## config.mk

```make
export PLATFORM = sky130hd
export DESIGN_NAME = spi_baud_gen
export DESIGN_NICKNAME = d
export VERILOG_FILES = /design/src/rtl/baud_pkg.sv /design/src/rtl/baud_divider.sv /design/src/rtl/baud_select.sv /design/src/rtl/spi_baud_gen.sv
export SDC_FILE = /design/constraint.sdc
export NUM_CORES = 1
export LEC_CHECK = 0
export BUFFER_PORTS_ARGS = -buffer_cell sky130_fd_sc_hd__buf_2
export CAP_MARGIN = 5
export CORE_MARGIN = 2
export CORE_UTILIZATION = 48
export DETAILED_ROUTE_END_ITERATION = 8
export HOLD_SLACK_MARGIN = 0.05
export PLACE_DENSITY = 0.71
export SYNTH_ARGS = -nofsm -noshare
export SYNTH_HDL_FRONTEND = slang
export SYNTH_HIERARCHICAL = 1
export SYNTH_SLANG_ARGS = --single-unit
```

## constraint.sdc

```tcl
create_clock -name clk -period 3.7 [get_ports clk]
set_clock_uncertainty 0.15 [all_clocks]
set_input_delay 0.74 -clock clk [delete_from_list [all_inputs] [get_ports clk]]
set_output_delay 0.74 -clock clk [all_outputs]
set_load 0.01 [all_outputs]
```

## src/rtl/baud_pkg.sv

```systemverilog
package baud_pkg;
  parameter int DIV_W   = 2;
  parameter int BRG_W   = 6;
  parameter int BRG_MIN = 4;
  parameter int BRG_MAX = 63;
  parameter int RATIO_W = 16;

  typedef enum logic [1:0] {
    S_IDLE   = 2'd0,
    S_SEARCH = 2'd1,
    S_DONE   = 2'd2
  } sel_state_t;
endpackage

```

## src/rtl/baud_divider.sv

```systemverilog
module baud_divider
  import baud_pkg::*;
#(
  parameter int DW   = DIV_W,
  parameter int BW   = BRG_W,
  parameter int BMIN = BRG_MIN
) (
  input  logic          clk,
  input  logic          rst_n,
  input  logic          en,
  input  logic [DW-1:0] cfg_div,
  input  logic [BW-1:0] cfg_brg,
  input  logic          cpol,
  output logic          sclk,
  output logic          sclk_edge,
  output logic [DW-1:0] act_div,
  output logic [BW-1:0] act_brg
);
  localparam int PRE_W = (1 << DW) + 1;

  logic [PRE_W-1:0] pre_cnt, pre_lim;
  logic [BW-1:0]    fine_cnt, brg_eff;
  logic             tick, half_done, seen_q;

  assign brg_eff   = (cfg_brg < BW'(BMIN)) ? BW'(BMIN) : cfg_brg;
  assign pre_lim   = (PRE_W'(2) << act_div) - PRE_W'(1);
  assign tick      = en && (pre_cnt == pre_lim);
  assign half_done = tick && (fine_cnt == act_brg);

  always_ff @(posedge clk or negedge rst_n) begin
    if (!rst_n) begin
      act_div   <= '0;
      act_brg   <= BW'(BMIN);
      pre_cnt   <= '0;
      fine_cnt  <= '0;
      sclk      <= 1'b0;
      sclk_edge <= 1'b0;
      seen_q    <= 1'b0;
    end else begin
      seen_q <= 1'b1;
      if (!en) begin
        act_div   <= cfg_div;
        act_brg   <= brg_eff;
        pre_cnt   <= '0;
        fine_cnt  <= '0;
        sclk      <= cpol;
        sclk_edge <= 1'b0;
      end else begin
        sclk_edge <= half_done;
        pre_cnt   <= tick ? '0 : pre_cnt + PRE_W'(1);
        if (tick) fine_cnt <= half_done ? '0 : fine_cnt + BW'(1);
        if (half_done) sclk <= ~sclk;
      end
    end
  end

  // setting frozen while running
  p_cfg_frozen_r6: assert property (@(posedge clk) disable iff (!rst_n)
    (seen_q && en && $past(en)) |-> ($stable(act_div) && $stable(act_brg)));

  // idle level follows polarity input
  p_idle_level_r7: assert property (@(posedge clk) disable iff (!rst_n)
    (seen_q && !$past(en)) |-> (sclk == $past(cpol)));

  // a pulse marks a real level change
  p_edge_toggle_r7: assert property (@(posedge clk) disable iff (!rst_n)
    (seen_q && sclk_edge) |-> (sclk != $past(sclk)));

  // fine count in force never below the legal floor
  p_brg_floor_r8: assert property (@(posedge clk) disable iff (!rst_n)
    act_brg >= BW'(BMIN));
endmodule

```

## src/rtl/baud_select.sv

```systemverilog
module baud_select
  import baud_pkg::*;
#(
  parameter int RW   = RATIO_W,
  parameter int DW   = DIV_W,
  parameter int BW   = BRG_W,
  parameter int BMIN = BRG_MIN,
  parameter int BMAX = BRG_MAX
) (
  input  logic          clk,
  input  logic          rst_n,
  input  logic          req_valid,
  output logic          req_ready,
  input  logic [RW-1:0] req_ratio,
  output logic          res_valid,
  input  logic          res_ready,
  output logic [DW-1:0] res_div,
  output logic [BW-1:0] res_brg
);
  localparam logic [DW-1:0] IDX_LAST = DW'((1 << DW) - 1);

  sel_state_t    state;
  logic [RW-1:0] ratio_q, quot;
  logic [DW-1:0] idx;
  logic [DW:0]   shamt;
  logic          too_fast, fits;

  assign shamt     = {1'b0, idx} + (DW + 1)'(2);
  assign quot      = ratio_q >> shamt;
  assign too_fast  = quot < RW'(BMIN + 1);
  assign fits      = quot <= RW'(BMAX + 1);
  assign req_ready = (state == S_IDLE);
  assign res_valid = (state == S_DONE);

  always_ff @(posedge clk or negedge rst_n) begin
    if (!rst_n) begin
      state   <= S_IDLE;
      ratio_q <= '0;
      idx     <= '0;
      res_div <= '0;
      res_brg <= BW'(BMIN);
    end else begin
      case (state)
        S_IDLE: if (req_valid) begin
          ratio_q <= req_ratio;
          idx     <= '0;
          state   <= S_SEARCH;
        end
        S_SEARCH: begin
          if (too_fast) begin
            res_div <= idx;
            res_brg <= BW'(BMIN);
            state   <= S_DONE;
          end else if (fits) begin
            res_div <= idx;
            res_brg <= BW'(quot - RW'(1));
            state   <= S_DONE;
          end else if (idx == IDX_LAST) begin
            res_div <= IDX_LAST;
            res_brg <= BW'(BMAX);
            state   <= S_DONE;
          end else begin
            idx <= idx + DW'(1);
          end
        end
        S_DONE: if (res_ready) state <= S_IDLE;
        default: state <= S_IDLE;
      endcase
    end
  end

  // result always within the legal fine range
  p_brg_legal_r3: assert property (@(posedge clk) disable iff (!rst_n)
    res_valid |-> (res_brg >= BW'(BMIN) && res_brg <= BW'(BMAX)));

  // result held under back-pressure
  p_res_hold_r9: assert property (@(posedge clk) disable iff (!rst_n)
    (res_valid && !res_ready) |=> (res_valid && $stable(res_div) && $stable(res_brg)));

  // no new request while a result is pending
  p_no_take_busy_r9: assert property (@(posedge clk) disable iff (!rst_n)
    res_valid |-> !req_ready);
endmodule

```

## src/rtl/spi_baud_gen.sv

```systemverilog
module spi_baud_gen
  import baud_pkg::*;
(
  input  logic               clk,
  input  logic               rst_n,
  input  logic               req_valid,
  output logic               req_ready,
  input  logic [RATIO_W-1:0] req_ratio,
  output logic               res_valid,
  input  logic               res_ready,
  output logic [DIV_W-1:0]   res_div,
  output logic [BRG_W-1:0]   res_brg,
  input  logic               en,
  input  logic [DIV_W-1:0]   cfg_div,
  input  logic [BRG_W-1:0]   cfg_brg,
  input  logic               cpol,
  output logic               sclk,
  output logic               sclk_edge,
  output logic [DIV_W-1:0]   act_div,
  output logic [BRG_W-1:0]   act_brg
);
  baud_select #(
    .RW(RATIO_W), .DW(DIV_W), .BW(BRG_W), .BMIN(BRG_MIN), .BMAX(BRG_MAX)
  ) u_sel (
    .clk(clk), .rst_n(rst_n),
    .req_valid(req_valid), .req_ready(req_ready), .req_ratio(req_ratio),
    .res_valid(res_valid), .res_ready(res_ready),
    .res_div(res_div), .res_brg(res_brg)
  );

  baud_divider #(
    .DW(DIV_W), .BW(BRG_W), .BMIN(BRG_MIN)
  ) u_div (
    .clk(clk), .rst_n(rst_n), .en(en),
    .cfg_div(cfg_div), .cfg_brg(cfg_brg), .cpol(cpol),
    .sclk(sclk), .sclk_edge(sclk_edge),
    .act_div(act_div), .act_brg(act_brg)
  );
endmodule

```

==> flow_metrics.tcl <==
set metrics [dict create \
    status "complete, no violations" \
    tightestPinTransition_ns 1.01 \
    ant_nets 0 \
    syn-num-nets 311 \
    start_kind "register" \
    die_width_um 77.9 \
    holdWs_ns 0.325 \
    timing_worst_setup_path_type "register to register" \
    syn_to_final_growth_pct 15.4 \
    hold_viol_final 0 \
    synth_cells 276 \
    utilization_pct 58.1 \
    clk_pin_slew_ns 0.10 \
    slowest_delay_ns 0.76 \
    peakVddDrop_mv 0.381 \
    slew_viol_final 0 \
    coreArea_mm2 0.00520 \
    die_area_mm2 0.00607 \
    diodes 0 \
    crit_family "simple AND/OR/NAND/NOR gates" \
    die_h_um 77.9 \
    clock_path_buffers 2 \
    htree_num_levels 2 \
    track_usage_pct 19.3 \
    cts_setup_buffers 0 \
    post_cts_resized 0 \
    synthFlopType "dfrtp_1" \
    maxCapViolations 0 \
    slowest_stage "dfrtp_1" \
    ff_latch_area_mm2 0.00118 \
    fillCellCount 482 \
    ys_seq_elements 47 \
    numCtsBuffers 5 \
    p_leak_nw 1.40 \
    path_max_fanout 17 \
    rsz0062_at_grt "no" \
    grt_max_degree 48 \
    wirelength_mm 5.29 \
    grt_pass1_wl_mm 9.36 \
    slew_headroom_pct 32.8 \
    period_minus_slack_ns 2.85 \
    cp_cell_sequence "a211oi_1 -> a21o_1 -> ha_1 -> o21a_1 -> and4_1 -> or3_4 -> nand2b_4 -> mux2_4" \
    hold_class "register to register" \
    start_util_pct 50.4 \
    place.gp.congestion 0.844 \
    clkLatencyLatePin_ns 0.31 \
    tritoncts "yes" \
    ys_seq_area_share_pct 45.0 \
    yosys_warnings 6 \
    crit_buf_inv 0 \
    ctsHoldBuffers 0 \
    port_buffers 47 \
    grt_pass1_vias 1985 \
    synth_cell_types 55 \
    endpoint_kind "register" \
    ios 50 \
    multi_input_area_mm2 0.00136 \
    clockRootBuffer "clkbuf_8" \
    hpwlAfterDp_mm 3.82 \
    synth_enable_flop_cells 0 \
    vias 2111 \
    drive_above_1_share_pct 23.4 \
    first_pass_iters 4 \
    tns_ns 0 \
    fin_crit_sh_pct 77.0 \
    mostFrequentLayoutCell "nand2_1" \
    async_flop_share_pct 100 \
    synth_area_mm2 0.00262 \
    wl_per_cell_um 13.5 \
    crit_required_ns 3.76 \
    power_density_mw_per_mm2 760 \
    drt_iter0_drc 53 \
    row_count 26 \
    final_cell_mix "nand2_1, buf_2, dfrtp_1" \
    cts.sinks 47 \
    overflow 0 \
    crit_arrival_ns 2.91 \
    antenna_found_initial 0 \
    nNetsFinal 355 \
    drc 0 \
    vias_per_cell 5.40 \
    avgSynthCellArea_um2 9.50 \
    setup_violations 0 \
    fmax_ghz 0.351 \
]
-- power breakdown --
group	switching (mW)	internal, mW	total (mW)	leakage, nW
Sequential	0.192	0.671	0.862	0.574
Combinational	0.537	0.506	1.04	0.769
Clock	0.188	0.204	0.392	0.0548
Total	0.917	1.38	2.30	1.40
-- path summary, 6_finish.rpt --
check | from | end | slack (ns) | depth (start not counted)
worst max register to register | u_sel/idx[1]$_DFFE_PN0P_ | u_sel/idx[1]$_DFFE_PN0P_ | 0.85 | 8
max in group asynchronous | rst_n | u_sel/res_div[1]$_DFFE_PN0P_ | 2.33 | 1
worst min register to register | u_sel/ratio_q[13]$_DFFE_PN0P_ | u_sel/ratio_q[13]$_DFFE_PN0P_ | 0.33 | 2
worst max-delay path | u_sel/idx[1]$_DFFE_PN0P_ | u_sel/idx[1]$_DFFE_PN0P_ | 0.85 | 8
min in group asynchronous | rst_n | u_sel/ratio_q[7]$_DFFE_PN0P_ | 0.45 | 1
worst min-delay path | u_sel/ratio_q[13]$_DFFE_PN0P_ | u_sel/ratio_q[13]$_DFFE_PN0P_ | 0.33 | 2
-- per-stage QoR --
stage	area (µm²)	cells	worst slack, ns	power, mW
2_1_floorplan	2620	276	1.01	1.66
3_3_place_gp	2910	383	0.875	1.89
3_5_place_dp	2910	383	0.861	1.92
4_1_cts	3020	391	0.844	2.31
5_1_grt	3020	391	0.692	2.51
6_report	3020	391	0.850	2.30
-- flip-flops by register name, indices dropped and copies added, names as in the netlist --
register / flops
u_sel/idx: 2
u_sel/res_brg: 6
u_sel/state: 2
u_div/sclk: 1
u_div/fine_cnt: 6
u_div/pre_cnt: 5
u_sel/ratio_q: 14
u_div/sclk_edge: 1
u_div/act_div: 2
u_sel/res_div: 2
u_div/act_brg: 6
-- cell families (layout without fill, tap and decap cells) --
group	Yosys count	in the layout	synth area share (%)
compound gates	41	41	11.5
mux	19	19	8.88
fa+ha+maj	5	5	2.39
buf+inv	19	64	3.05
xor+xnor	12	12	4.01
flops	47	47	45.0
simple gates	133	133	25.3
-- cells in the mapped netlist (all sizes together), types with 3 or more instances --
cell type | count | area [µm²]
nand2 | 63 | 236
dfrtp | 45 | 1130
nor2 | 19 | 71.3
mux2i | 9 | 90.1
mux2 | 8 | 93.8
a21oi | 7 | 35.0
buf | 7 | 35.0
nand3 | 7 | 35.0
or3 | 7 | 48.8
clkbuf | 6 | 22.5
inv | 6 | 22.5
o22a | 6 | 52.6
xnor2 | 6 | 52.6
xor2 | 6 | 52.6
a31oi | 5 | 31.3
ha | 5 | 62.6
nand3b | 4 | 30.0
nor2b | 4 | 25.0
nor3 | 4 | 25.0
o21ai | 4 | 20.0
or4 | 4 | 30.0
a22o | 3 | 26.3
and2 | 3 | 18.8
nor4 | 3 | 18.8
or3b | 3 | 26.3
-- worst register-to-register path, cell delays in order, from the launching register on --
cell      delay [ns]
dfrtp_1         0.76
a211oi_1        0.24
a21o_1          0.24
ha_1            0.20
o21a_1          0.10
and4_1          0.20
or3_4           0.39
nand2b_4        0.17
mux2_4          0.30
-- area by class of cell --
class / count / share of cell area [%]
clock buffers: 5 / 2.28
clock inverters: 3 / 1.53
inverters: 6 / 0.745
multi-input cells: 210 / 45.1
flip-flops and latches: 47 / 39.0
well taps: 70 / 2.90
repair buffers: 50 / 8.52
-- per-layer routing --
metal,part of all wire [%],vias up,GRT usage (%)
li1,-,1063,-
met1,50,976,27.7
met2,44,65,29.0
met3,5.2,7,4.53
met4,1.0,0,5.79
met5,0,-,0
(Power assumes the default switching activity.)
